## config.mk

```make
export PLATFORM = sky130hd
export DESIGN_NAME = fuse_pair_detect
export DESIGN_NICKNAME = d
export VERILOG_FILES = /design/src/rtl/fuse_pkg.sv /design/src/rtl/fuse_field_decode.sv /design/src/rtl/fuse_pair_match.sv /design/src/rtl/fuse_pair_priority.sv /design/src/rtl/fuse_pair_detect.sv
export SDC_FILE = /design/constraint.sdc
export NUM_CORES = 1
export LEC_CHECK = 0
export BUFFER_PORTS_ARGS = -buffer_cell sky130_fd_sc_hd__buf_4
export CAP_MARGIN = 40
export CORE_MARGIN = 4
export CORE_UTILIZATION = 35
export DETAILED_ROUTE_END_ITERATION = 7
export MAX_ROUTING_LAYER = met4
export PLACE_DENSITY_LB_ADDON = 0.12
export RECOVER_POWER = 100
export SYNTH_ARGS = -nofsm -noshare
export SYNTH_HDL_FRONTEND = slang
export SYNTH_SLANG_ARGS = --single-unit
```

## constraint.sdc

```tcl
create_clock -name clk -period 0.8 [get_ports clk]
set_input_delay 0.04 -clock clk [delete_from_list [all_inputs] [get_ports clk]]
set_output_delay 0.04 -clock clk [all_outputs]
set_load 0.02 [all_outputs]
```

## src/rtl/fuse_pkg.sv

```systemverilog
package fuse_pkg;

   localparam int unsigned FUSE_ILEN  = 32;
   localparam int unsigned FUSE_REG_W = 5;
   localparam int unsigned FUSE_OP_W  = 5;

   typedef enum logic [FUSE_OP_W-1:0] {
      FOP_NONE      = 5'd0,
      FOP_LZEXT32   = 5'd1,
      FOP_LZEXT16   = 5'd2,
      FOP_ZEXTH     = 5'd3,
      FOP_SEXTH     = 5'd4,
      FOP_SLADD1    = 5'd5,
      FOP_SLADD2    = 5'd6,
      FOP_SLADD3    = 5'd7,
      FOP_SLADD4    = 5'd8,
      FOP_SRADD29   = 5'd9,
      FOP_SRADD30   = 5'd10,
      FOP_SRADD31   = 5'd11,
      FOP_SRADD32   = 5'd12,
      FOP_ZWSL1     = 5'd13,
      FOP_ZWSL2     = 5'd14,
      FOP_ZWSL3     = 5'd15,
      FOP_BYTE1     = 5'd16,
      FOP_ODDADD    = 5'd17,
      FOP_ODDADDW   = 5'd18,
      FOP_ADDWBYTE  = 5'd19,
      FOP_ADDWBIT   = 5'd20,
      FOP_ADDWZEXTH = 5'd21,
      FOP_ADDWSEXTH = 5'd22
   } fuse_op_e;

   typedef struct packed {
      logic [FUSE_REG_W-1:0] rd;
      logic [FUSE_REG_W-1:0] rs1;
      logic [FUSE_REG_W-1:0] rs2;
      logic [5:0]            shamt;
      logic [11:0]           imm;
      logic                  slli;
      logic                  srli;
      logic                  slliw;
      logic                  srliw;
      logic                  sraiw;
      logic                  andi;
      logic                  add;
      logic                  addw;
      logic                  zexth;
      logic                  sexth;
   } dec_t;

endpackage

```

## src/rtl/fuse_field_decode.sv

```systemverilog
module fuse_field_decode
   import fuse_pkg::*;
(
   input  logic [FUSE_ILEN-1:0] instr,
   output dec_t                 dec
);

   localparam logic [6:0] OPC_IMM   = 7'h13;
   localparam logic [6:0] OPC_IMM32 = 7'h1B;
   localparam logic [6:0] OPC_REG   = 7'h33;
   localparam logic [6:0] OPC_REG32 = 7'h3B;

   logic [6:0]  opc;
   logic [2:0]  f3;
   logic [6:0]  f7;
   logic [11:0] imm;

   assign opc = instr[6:0];
   assign f3  = instr[14:12];
   assign f7  = instr[31:25];
   assign imm = instr[31:20];

   always_comb begin
      dec.rd    = instr[11:7];
      dec.rs1   = instr[19:15];
      dec.rs2   = instr[24:20];
      dec.shamt = instr[25:20];
      dec.imm   = imm;
      dec.slli  = (opc == OPC_IMM)   && (f3 == 3'd1) && (imm[11:6] == 6'd0);
      dec.srli  = (opc == OPC_IMM)   && (f3 == 3'd5) && (imm[11:6] == 6'd0);
      dec.andi  = (opc == OPC_IMM)   && (f3 == 3'd7);
      dec.sexth = (opc == OPC_IMM)   && (f3 == 3'd1) && (imm == 12'h605);
      dec.slliw = (opc == OPC_IMM32) && (f3 == 3'd1) && (f7 == 7'b0000000);
      dec.srliw = (opc == OPC_IMM32) && (f3 == 3'd5) && (f7 == 7'b0000000);
      dec.sraiw = (opc == OPC_IMM32) && (f3 == 3'd5) && (f7 == 7'b0100000);
      dec.add   = (opc == OPC_REG)   && (f3 == 3'd0) && (f7 == 7'b0000000);
      dec.addw  = (opc == OPC_REG32) && (f3 == 3'd0) && (f7 == 7'b0000000);
      dec.zexth = (opc == OPC_REG32) && (f3 == 3'd4) && (f7 == 7'b0000100)
                  && (instr[24:20] == 5'd0);
   end

endmodule

```

## src/rtl/fuse_pair_match.sv

```systemverilog
module fuse_pair_match
   import fuse_pkg::*;
(
   input  dec_t                  a,
   input  dec_t                  b,
   input  logic                  a_valid,
   input  logic                  b_valid,
   output logic                  hit,
   output fuse_op_e              op,
   output logic [FUSE_REG_W-1:0] rd,
   output logic [FUSE_REG_W-1:0] rs1,
   output logic [FUSE_REG_W-1:0] rs2
);

   logic                  chain;
   logic                  use1;
   logic                  use2;
   logic                  add_one;
   logic                  addw_one;
   logic [FUSE_REG_W-1:0] other;
   fuse_op_e              code;
   logic [FUSE_REG_W-1:0] code_rs2;
   logic                  unused_bits;

   assign unused_bits = ^{a.srliw, a.sraiw, a.add, a.zexth, a.sexth, b.slli, b.slliw};

   assign chain    = a_valid && b_valid && (a.rd != '0) && (b.rd == a.rd);
   assign use1     = (b.rs1 == a.rd);
   assign use2     = (b.rs2 == a.rd);
   assign add_one  = b.add  && (use1 ^ use2);
   assign addw_one = b.addw && (use1 ^ use2);
   assign other    = use1 ? b.rs2 : b.rs1;

   always_comb begin
      code     = FOP_NONE;
      code_rs2 = '0;
      if (a.slli && b.srli && use1) begin
         if (a.shamt == 6'd32) begin
            case (b.shamt)
               6'd32:   code = FOP_LZEXT32;
               6'd31:   code = FOP_ZWSL1;
               6'd30:   code = FOP_ZWSL2;
               6'd29:   code = FOP_ZWSL3;
               default: code = FOP_NONE;
            endcase
         end else if (a.shamt == 6'd48 && b.shamt == 6'd48) begin
            code = FOP_LZEXT16;
         end
      end else if (a.slliw && a.shamt == 6'd16 && use1 && b.shamt == 6'd16
                   && (b.srliw || b.sraiw)) begin
         code = b.srliw ? FOP_ZEXTH : FOP_SEXTH;
      end else if (a.slli && add_one) begin
         code_rs2 = other;
         case (a.shamt)
            6'd1:    code = FOP_SLADD1;
            6'd2:    code = FOP_SLADD2;
            6'd3:    code = FOP_SLADD3;
            6'd4:    code = FOP_SLADD4;
            default: code = FOP_NONE;
         endcase
      end else if (a.srli && add_one) begin
         code_rs2 = other;
         case (a.shamt)
            6'd29:   code = FOP_SRADD29;
            6'd30:   code = FOP_SRADD30;
            6'd31:   code = FOP_SRADD31;
            6'd32:   code = FOP_SRADD32;
            default: code = FOP_NONE;
         endcase
      end else if (a.srli && a.shamt == 6'd8 && b.andi && use1 && b.imm == 12'd255) begin
         code = FOP_BYTE1;
      end else if (a.andi && a.imm == 12'd1 && (add_one || addw_one)) begin
         code     = add_one ? FOP_ODDADD : FOP_ODDADDW;
         code_rs2 = other;
      end else if (a.addw && use1) begin
         code_rs2 = a.rs2;
         if (b.andi && b.imm == 12'd255)    code = FOP_ADDWBYTE;
         else if (b.andi && b.imm == 12'd1) code = FOP_ADDWBIT;
         else if (b.zexth)                  code = FOP_ADDWZEXTH;
         else if (b.sexth)                  code = FOP_ADDWSEXTH;
      end
   end

   always_comb begin
      hit = chain && (code != FOP_NONE);
      op  = hit ? code : FOP_NONE;
      rd  = hit ? a.rd : '0;
      rs1 = hit ? a.rs1 : '0;
      rs2 = hit ? code_rs2 : '0;
   end

endmodule

```

## src/rtl/fuse_pair_priority.sv

```systemverilog
module fuse_pair_priority #(
   parameter int unsigned NUM_PAIRS = 5
) (
   input  logic [NUM_PAIRS-1:0] cand,
   output logic [NUM_PAIRS-1:0] grant
);

   assign grant[0] = cand[0];

   for (genvar k = 1; k < NUM_PAIRS; k++) begin : g_chain
      assign grant[k] = cand[k] && !grant[k-1];
   end

endmodule

```

## src/rtl/fuse_pair_detect.sv

```systemverilog
module fuse_pair_detect
   import fuse_pkg::*;
#(
   parameter int unsigned NUM_SLOTS    = 6,
   parameter int unsigned INSTR_W      = 32,
   parameter bit          REGISTER_OUT = 1'b1
) (
   input  logic                                clk,
   input  logic                                rst_n,
   input  logic [NUM_SLOTS-1:0]                in_valid,
   input  logic [NUM_SLOTS*INSTR_W-1:0]        in_instr,
   output logic [NUM_SLOTS-2:0]                out_fuse,
   output logic [(NUM_SLOTS-1)*FUSE_OP_W-1:0]  out_op,
   output logic [(NUM_SLOTS-1)*FUSE_REG_W-1:0] out_rd,
   output logic [(NUM_SLOTS-1)*FUSE_REG_W-1:0] out_rs1,
   output logic [(NUM_SLOTS-1)*FUSE_REG_W-1:0] out_rs2,
   output logic [NUM_SLOTS-1:0]                out_issue
);

   localparam int unsigned NUM_PAIRS = NUM_SLOTS - 1;
   localparam int unsigned OPW       = FUSE_OP_W;
   localparam int unsigned RW        = FUSE_REG_W;

   if (NUM_SLOTS < 2) begin : g_bad_slots
      $error("fuse_pair_detect needs at least two slots");
   end
   if (INSTR_W != FUSE_ILEN) begin : g_bad_width
      $error("fuse_pair_detect handles only 32-bit instruction words");
   end

   dec_t                   dec   [NUM_SLOTS];
   fuse_op_e               c_op  [NUM_PAIRS];
   logic [RW-1:0]          c_rd  [NUM_PAIRS];
   logic [RW-1:0]          c_rs1 [NUM_PAIRS];
   logic [RW-1:0]          c_rs2 [NUM_PAIRS];
   logic [NUM_PAIRS-1:0]   cand;
   logic [NUM_PAIRS-1:0]   grant;
   logic [NUM_SLOTS-1:0]   consumed;
   logic [NUM_PAIRS*OPW-1:0] n_op;
   logic [NUM_PAIRS*RW-1:0]  n_rd;
   logic [NUM_PAIRS*RW-1:0]  n_rs1;
   logic [NUM_PAIRS*RW-1:0]  n_rs2;
   logic [NUM_SLOTS-1:0]   n_issue;

   for (genvar s = 0; s < NUM_SLOTS; s++) begin : g_slot
      fuse_field_decode u_dec (
         .instr (in_instr[s*INSTR_W +: INSTR_W]),
         .dec   (dec[s])
      );
   end

   for (genvar k = 0; k < NUM_PAIRS; k++) begin : g_pair
      fuse_pair_match u_match (
         .a       (dec[k]),
         .b       (dec[k+1]),
         .a_valid (in_valid[k]),
         .b_valid (in_valid[k+1]),
         .hit     (cand[k]),
         .op      (c_op[k]),
         .rd      (c_rd[k]),
         .rs1     (c_rs1[k]),
         .rs2     (c_rs2[k])
      );
      assign n_op[k*OPW +: OPW] = grant[k] ? c_op[k]  : FOP_NONE;
      assign n_rd[k*RW +: RW]   = grant[k] ? c_rd[k]  : '0;
      assign n_rs1[k*RW +: RW]  = grant[k] ? c_rs1[k] : '0;
      assign n_rs2[k*RW +: RW]  = grant[k] ? c_rs2[k] : '0;
      assign consumed[k+1]      = grant[k];
   end

   assign consumed[0] = 1'b0;
   assign n_issue     = in_valid & ~consumed;

   fuse_pair_priority #(.NUM_PAIRS(NUM_PAIRS)) u_prio (
      .cand  (cand),
      .grant (grant)
   );

   if (REGISTER_OUT) begin : g_reg
      always_ff @(posedge clk or negedge rst_n) begin
         if (!rst_n) begin
            out_fuse  <= '0;
            out_op    <= '0;
            out_rd    <= '0;
            out_rs1   <= '0;
            out_rs2   <= '0;
            out_issue <= '0;
         end else begin
            out_fuse  <= grant;
            out_op    <= n_op;
            out_rd    <= n_rd;
            out_rs1   <= n_rs1;
            out_rs2   <= n_rs2;
            out_issue <= n_issue;
         end
      end

      for (genvar k = 0; k < NUM_PAIRS; k++) begin : g_chk_pair
         p_pair_valid_r2: assert property (@(posedge clk) disable iff (!rst_n)
            !(in_valid[k] && in_valid[k+1]) |=> !out_fuse[k]);
         p_rd_nonzero_r3: assert property (@(posedge clk) disable iff (!rst_n)
            out_fuse[k] |-> (out_rd[k*RW +: RW] != '0));
         p_flag_op_r4: assert property (@(posedge clk) disable iff (!rst_n)
            out_fuse[k] == (out_op[k*OPW +: OPW] != '0));
         p_consumed_r9: assert property (@(posedge clk) disable iff (!rst_n)
            out_fuse[k] |-> !out_issue[k+1]);
         if (k + 1 < NUM_PAIRS) begin : g_owner
            p_one_owner_r8: assert property (@(posedge clk) disable iff (!rst_n)
               !(out_fuse[k] && out_fuse[k+1]));
         end
      end

      for (genvar s = 0; s < NUM_SLOTS; s++) begin : g_chk_slot
         p_issue_valid_r9: assert property (@(posedge clk) disable iff (!rst_n)
            out_issue[s] |-> $past(in_valid[s]));
      end
   end else begin : g_comb
      assign out_fuse  = grant;
      assign out_op    = n_op;
      assign out_rd    = n_rd;
      assign out_rs1   = n_rs1;
      assign out_rs2   = n_rs2;
      assign out_issue = n_issue;
   end

endmodule

```

* Word-level counts from Yosys, hierarchy flattened
Cells that the tools add are included.
W data, S select, Z words.
** Storage, ports and cells
- Register bits :: 111
- Input bits :: 200
- Output and inout bits :: 111
- Word-level logic and storage cells :: 590
** Cells by class
- Eq/ne operators :: 148
- Multiplexer cells :: 166
- Bitwise operators :: 7
- Reductions and logical operators :: 263
** Operators with widths (count)
- $mux W5 :: 136
- $pmux W4 S4 :: 15
- $logic_and A1 B1 Y1 :: 216
- $eq A6 B5 Y1 const B :: 24
- $eq A7 B6 Y1 const B :: 16
- $eq A7 B5 Y1 const B :: 12
- $eq A5 B5 Y1 :: 15
- $eq A12 B1 Y1 const B :: 6
- $eq A6 B6 Y1 const B :: 12
- $eq A12 B11 Y1 const B :: 5
- $eq A12 B8 Y1 const B :: 5
- $eq A6 B2 Y1 const B :: 10
- $eq A3 B3 Y1 const B :: 17
- $reduce_bool A5 Y1 :: 10
- $logic_not A7 Y1 :: 6
- $logic_not A6 Y1 :: 6
- $eq A7 B3 Y1 const B :: 5
- $eq A6 B1 Y1 const B :: 5
- $eq A6 B3 Y1 const B :: 5
- $eq A6 B4 Y1 const B :: 5
- $logic_not A5 Y1 :: 5
- $mux W2 :: 10
- $eq A3 B1 Y1 const B :: 6
- $logic_not A3 Y1 :: 6
- 6 further kinds :: 26

* Logic depth before layout (Yosys ltp)
- Depth in word-level cells :: 26
- Gate-level depth with buffers :: 14
- Depth with buffers taken out :: 10

* By module
Synthesis repeated with hierarchy kept, for this count alone.
** Second synthesis, totals
- Cells, all modules :: 1682
- Area total of the unflattened synthesis :: 12826.1 um^2
** Modules (own cells, without submodules)
- fuse_pair_match :: times used 5, cells an instance 208, area an instance 1273.7 um^2, seq. area each 0.0 um^2
- fuse_pair_detect :: times used 1, cells an instance 226, area an instance 3614.7 um^2, seq. area each 2777.7 um^2
- fuse_field_decode :: times used 6, cells an instance 68, area an instance 462.9 um^2, seq. area each 0.0 um^2
- fuse_pair_priority :: times used 1, cells an instance 8, area an instance 65.1 um^2, seq. area each 0.0 um^2

* Least setup slack after synthesis
OpenSTA, ideal clock, no wires.
- Path kind :: in2reg
- From :: in in_instr[57]
- To :: reg out_rd[10]
- Library setup time :: 119 ps
- Data arrival time :: 2640 ps
- Data required time :: 681 ps
- Path slack :: -1959 ps
- Stages :: 12
- Path buffers :: 2
- Cell sequence :: clkbuf_1 or4_4 nor4_4 and3_1 and3b_1 a211oi_1 a221oi_2 a31oi_4 o21ai_4 inv_2 buf_4 and2_1
** Between the ends
- Longest elaborated chain between the ends :: 20
- Elaborated cells on any way between the ends :: 85
- Those cells by class :: eq/ne (16); mux (28); reduce/logical (41)
** RTL lines
- start: declaration :: line fuse_pair_detect.sv:11 : input logic [NUM_SLOTS*INSTR_W-1:0] in_instr,
- $eq A12 B11 Y1 or $eq A7 B3 Y1 (tied branches) :: line fuse_field_decode.sv:32, fuse_field_decode.sv:38
- $logic_and A1 B1 Y1 (on tied branches) :: line fuse_field_decode.sv:32, fuse_field_decode.sv:38
- $mux W5 or $logic_and A1 B1 Y1 (tied branches) :: line fuse_pair_match.sv:80, fuse_field_decode.sv:39
- $mux W5 :: line fuse_pair_match.sv:79 : else if (b.zexth) code = FOP_ADDWZEXTH;
- $mux W5 :: line fuse_pair_match.sv:78 : else if (b.andi && b.imm == 12'd1) code = FOP_ADDWBIT;
- $mux W5 :: line fuse_pair_match.sv:77 : if (b.andi && b.imm == 12'd255) code = FOP_ADDWBYTE;
- $mux W5 :: line fuse_pair_match.sv:75 : end else if (a.addw && use1) begin
- $mux W5 :: line fuse_pair_match.sv:72 : end else if (a.andi && a.imm == 12'd1 && (add_one || addw_one)) begin
- [5 not listed]
- $reduce_bool A5 Y1 :: line fuse_pair_match.sv:85 : hit = chain && (code != FOP_NONE);
- $logic_and A1 B1 Y1 :: line fuse_pair_match.sv:85
- $logic_not A1 Y1 :: line fuse_pair_priority.sv:11 : assign grant[k] = cand[k] && !grant[k-1];
- $logic_and A1 B1 Y1 * :: line fuse_pair_priority.sv:11
- $logic_not A1 Y1 * :: line fuse_pair_priority.sv:11
- $logic_and A1 B1 Y1 * :: line fuse_pair_priority.sv:11
- $mux W5 * :: line fuse_pair_detect.sv:65 : assign n_rd[k*RW +: RW] = grant[k] ? c_rd[k] : '0;
- named net n_rd[10] :: line fuse_pair_detect.sv:40 : logic [NUM_PAIRS*RW-1:0] n_rd;
- end signal: assignment :: line fuse_pair_detect.sv:91 : out_rd <= n_rd;
- end: declaration :: line fuse_pair_detect.sv:14 : output logic [(NUM_SLOTS-1)*FUSE_REG_W-1:0] out_rd,
Mark *: on every way through the listed nets, which the timed path passes. The rest lies on a longest branch.

* Worst setup path in the final report
- From :: in in_instr[6]
- To :: reg out_rs1[16]
** Between the ends
- Longest elaborated chain between the ends :: 21
- Elaborated cells on any way between the ends :: 43
- Those cells by class :: eq/ne (3); mux (8); reduce/logical (32)
** RTL lines
- $eq A7 B5 Y1 :: line fuse_field_decode.sv:29, fuse_field_decode.sv:30, fuse_field_decode.sv:31
- $logic_and A1 B1 Y1 (2 in a row) :: line fuse_field_decode.sv:30 : dec.srli = (opc == OPC_IMM) && (f3 == 3'd5) && (imm[11:6] == 6'd0);
- $logic_and A1 B1 Y1 (4 in a row) :: line fuse_pair_match.sv:70 : end else if (a.srli && a.shamt == 6'd8 && b.andi && use1 && b.imm == 12'd255) begin
- $mux W5 :: line fuse_pair_match.sv:70
- $mux W5 :: line fuse_pair_match.sv:61 : end else if (a.srli && add_one) begin
- $mux W5 :: line fuse_pair_match.sv:52 : end else if (a.slli && add_one) begin
- $mux W5 :: line fuse_pair_match.sv:49 : end else if (a.slliw && a.shamt == 6'd16 && use1 && b.shamt == 6'd16
- $mux W5 * :: line fuse_pair_match.sv:37 : if (a.slli && b.srli && use1) begin
- [2 not listed]
- $logic_not A1 Y1 * :: line fuse_pair_priority.sv:11
- $logic_and A1 B1 Y1 * :: line fuse_pair_priority.sv:11
- $logic_not A1 Y1 * :: line fuse_pair_priority.sv:11
- $logic_and A1 B1 Y1 * :: line fuse_pair_priority.sv:11
- $logic_not A1 Y1 * :: line fuse_pair_priority.sv:11
- $logic_and A1 B1 Y1 * :: line fuse_pair_priority.sv:11
- $mux W5 * :: line fuse_pair_detect.sv:66 : assign n_rs1[k*RW +: RW] = grant[k] ? c_rs1[k] : '0;
- named net n_rs1[16] :: line fuse_pair_detect.sv:41 : logic [NUM_PAIRS*RW-1:0] n_rs1;
- end signal: assignment :: line fuse_pair_detect.sv:92 : out_rs1 <= n_rs1;
- end: declaration :: line fuse_pair_detect.sv:15 : output logic [(NUM_SLOTS-1)*FUSE_REG_W-1:0] out_rs1,
Marks and branches as above.

==> summary.txt <==
Outcome
  – Outcome: finished with violations
  – Violated checks: negative setup slack

Job
  – Max-cap violations: 0

Clock network
  – H-tree depth: 3
  – Worst-path clk slew: ~100 ps
  – CTS Buf Count: 9
  – Sink Count: 111
  – Root Driver: clkbuf_16
  – CTS tree: done
  – Max Buffers Root-to-Sink: 2

Logic synthesis
  – Number of synthesis warnings: 0
  – Syn avg cell area: between 7 and 8 um^2
  – Post-Synth Simple-Gate Area: around 43%
  – Post-synthesis compound-gate area fraction: between 20% and 30%
  – Ys flop type: dfrtp_1
  – Synthesized flop and latch total: between 100 and 150
  – Number of synthesized flops with an enable pin: 0
  – Synth area leader: dfrtp_1
  – Synth cell count leaders: 143 x nand2_1, 111 x dfrtp_1, 95 x nor2_1, 80 x nor3_1, 70 x nand3_1
  – Post-Syn Instances: roughly 1500
  – Top-count cell post-synth: nand2_1
  – Adder-cell share of the synthesized area: 0%
  – Share of the synthesized area in the top cell type: 24.0%
  – Synthesized cell area: about 12000 um^2
  – Xor and xnor fraction of the mapped netlist area: under 10%
  – Mux cell area share after synthesis: ~1.6%
  – Syn Nets: 1703
  – Netlist cell types: 99
  – Sequential area share after synthesis: approximately a quarter
  – Ys async rst share: 100%
  – Largest family of logic cells by synthesized area: simple AND/OR/NAND/NOR gates
  – Synth area leaders: dfrtp_1 24%, nand2_1 4.6%, xnor2_1 4.0%

Pwr
  – Peak VDD IR: between 1 and 1.5 mV
  – Clock network fraction of total power: about a third
  – Switching part of the total: 34.2%
  – Leak pwr: 0.00978 uW
  – Switch Pwr: ~5500 uW
  – Cell Int Power: 10600 uW
  – Pwr/cell area: a little over 700 nW/um^2
  – Sequential share of power: a little over a third
  – Pwr Total: 16000 uW
  – Combinational Power Share: between 30% and 40%

Placement
  – Port Buf Inserts: 310
  – HPWL Detailed: approximately 56000 um
  – Area after DPL: ~20000 um^2
  – Placement Setup Slack: -2240 ps
  – Cell total after placement: 2837
  – RD Place Congestion: approximately 1.1

Global routing
  – Vias in the first global route: between 15000 and 20000
  – Grt total ovfl: 0
  – Global Route Usage Sum: 37.6%
  – Largest net degree at the start of global routing: between 40 and 50
  – First-pass GRT wire length: 102000 um
  – Number of antenna violations at the first check in global routing: 1

STA
  – Final min period: approximately 2500 ps
  – Hold Vio Cnt, Final: 0
  – Tightest Pin Transition: slightly below 900 ps
  – Fin crit share: 319%
  – Max-slew headroom: about two fifths
  – Slew Viols, Final: 0
  – Final setup violation count: 326
  – RSZ-0062 raised after global routing: yes
  – Final worst slack: -1750 ps
  – Fmax: 392 MHz

Detailed routing
  – WL final: 69500 um
  – ANT nets after route: 0
  – Residual DRC count: 0
  – Initial DRC Count: approximately 1800
  – Drt pass-1 iters: 7
  – Wirelength per Cell: ~24 um
  – Via count: between 15000 and 20000
  – Vias/cell: between 5 and 6

Floorplan
  – Initial Util: between 30% and 40%
  – # rows: between 60 and 70
  – Core area: around 33000 um^2
  – Overall die width: 190 um
  – IO Count: 311
  – Die ar.: about 36000 um^2
  – Vert. Die Dim: ~190 um

Critical path
  – Crit-path max cell delay: 430 ps
  – Worst path cell trace: buf_6 -> nor4b_4 -> nand4_1 -> buf_4 -> buf_6 -> or2_4 -> or4_4 -> and4b_2 -> a31oi_4 -> o21ai_4 -> bufbuf_16 -> and3_1
  – Buf+Inv Stages, Crit Path: 4
  – Worst Setup End Kind: flip-flop
  – Crit path max-delay cell type: or4_4
  – CP delay by family, top: simple AND/OR/NAND/NOR gates
  – Critical path arrival: 2830 ps
  – Worst-path fanout max: 5
  – WP data required: ~1100 ps
  – Critical Setup Path Class: input port to flip-flop
  – CP startpoint kind: input port
  – Most common cell on crit path: buf_6

Cells and area
  – Layout cells sized above 1: a little over half
  – P&R area growth vs syn: 91.7%
  – Layout Nets: about 2700
  – Layout Cells excl Fill: 2927
  – Post-route cell area: roughly 22000 um^2

Min path
  – Hold path endpoint: out_rs1[10]$_DFF_PN0_
  – Hold Crit Depth: 3
  – Worst min-delay path class: input port to flip-flop
  – Min-delay src: in_instr[79]
[through the flow]
step / TNS (ps) / hold slack, ps / utilization, %
floorplan: -188630 / -256 / -
global placement: -226090 / -123 / 59.9
detailed placement: -227520 / -117 / 59.9
CTS: -191040 / 4.39 / 66.4
global route: -225680 / 17.5 / 68.0
finish: -202930 / 18.5 / 68.0
[how the worst max path moves through the flow]
stage               slack [ps]  cells past startpoint                     to          start
global route             -1800                     14   out_op[19]$_DFF_PN0_   in_instr[71]
floorplan                -1880                     10   out_rd[23]$_DFF_PN0_  in_instr[154]
global placement         -2560                     12   out_op[21]$_DFF_PN0_  in_instr[154]
CTS                      -1680                     14   out_rd[11]$_DFF_PN0_   in_instr[63]
detailed placement       -2240                     13   out_op[23]$_DFF_PN0_  in_instr[154]
finish                   -1750                     12  out_rs1[16]$_DFF_PN0_    in_instr[6]
[worst min-delay path: cells and delay by family]
family,cells,cell delay [ps]
simple gates,1,130
buf+inv,2,200
[metal layers]
| metal | GRT usage [%] | vias to the layer above | wire length, um |
|---|---|---|---|
| met5 | - | - | 0 |
| met4 | 17.2 | 0 | 3880 |
| met3 | 4.11 | 232 | 5130 |
| met2 | 62.3 | 982 | 32800 |
| met1 | 46.4 | 8289 | 27600 |
| li1 | - | 7777 | - |
[kinds of logic after synthesis]
family	after synthesis
simple gates	843
xor+xnor	79
compound gates	318
flops	111
mux	19
buf+inv	133
[cells in the final DEF, fill, tap and decap left out, types with 33 or more instances in the layout]
cell,Yosys,layout
a21oi_1,56,46
nand3_1,70,64
o21ai_0,56,52
xnor2_1,53,50
nor3_1,80,65
nor2_1,95,83
nand2_1,143,137
nand4_1,61,61
and3_1,41,37
buf_4,2,865
buf_6,2,154
dfrtp_1,111,109
nor4_1,67,44
inv_1,33,33
[flip-flops by register name, summed over array words and instances (netlist names)]
register,count
out_fuse,5
out_issue,6
out_op,25
out_rd,25
out_rs1,25
out_rs2,25
[power by group through the flow]
stage	logic [uW]	clock network (uW)	registers (uW)
CTS	5060	5200	5630
floorplan	1600	0	5760
finish	5260	5150	5630
global placement	4750	0	5740
detailed placement	4800	0	5740
global route	5540	5420	5630
[final cells by class]
cell class / instances / area (um^2)
multi-input combinational: 1259 / 9470
fill: 2711 / 10400
antenna: 2 / 5.00
clock buffer: 9 / 225
tap: 442 / 553
timing repair buffer: 1063 / 8930
sequential: 111 / 2780
inverter: 34 / 130
clock inverter: 7 / 93.8
[timing repair]
action / 4_1_cts / 5_1_grt
gates cloned: 6 / 1
buffers inserted: 43 / 18
pin swaps: 52 / 33
gates resized for setup: 293 / 95
endpoints found under the hold margin: 125 / 0
hold buffers: 15 / 0
endpoints found under the setup margin: 221 / 221
(Power assumes the default switching activity.)
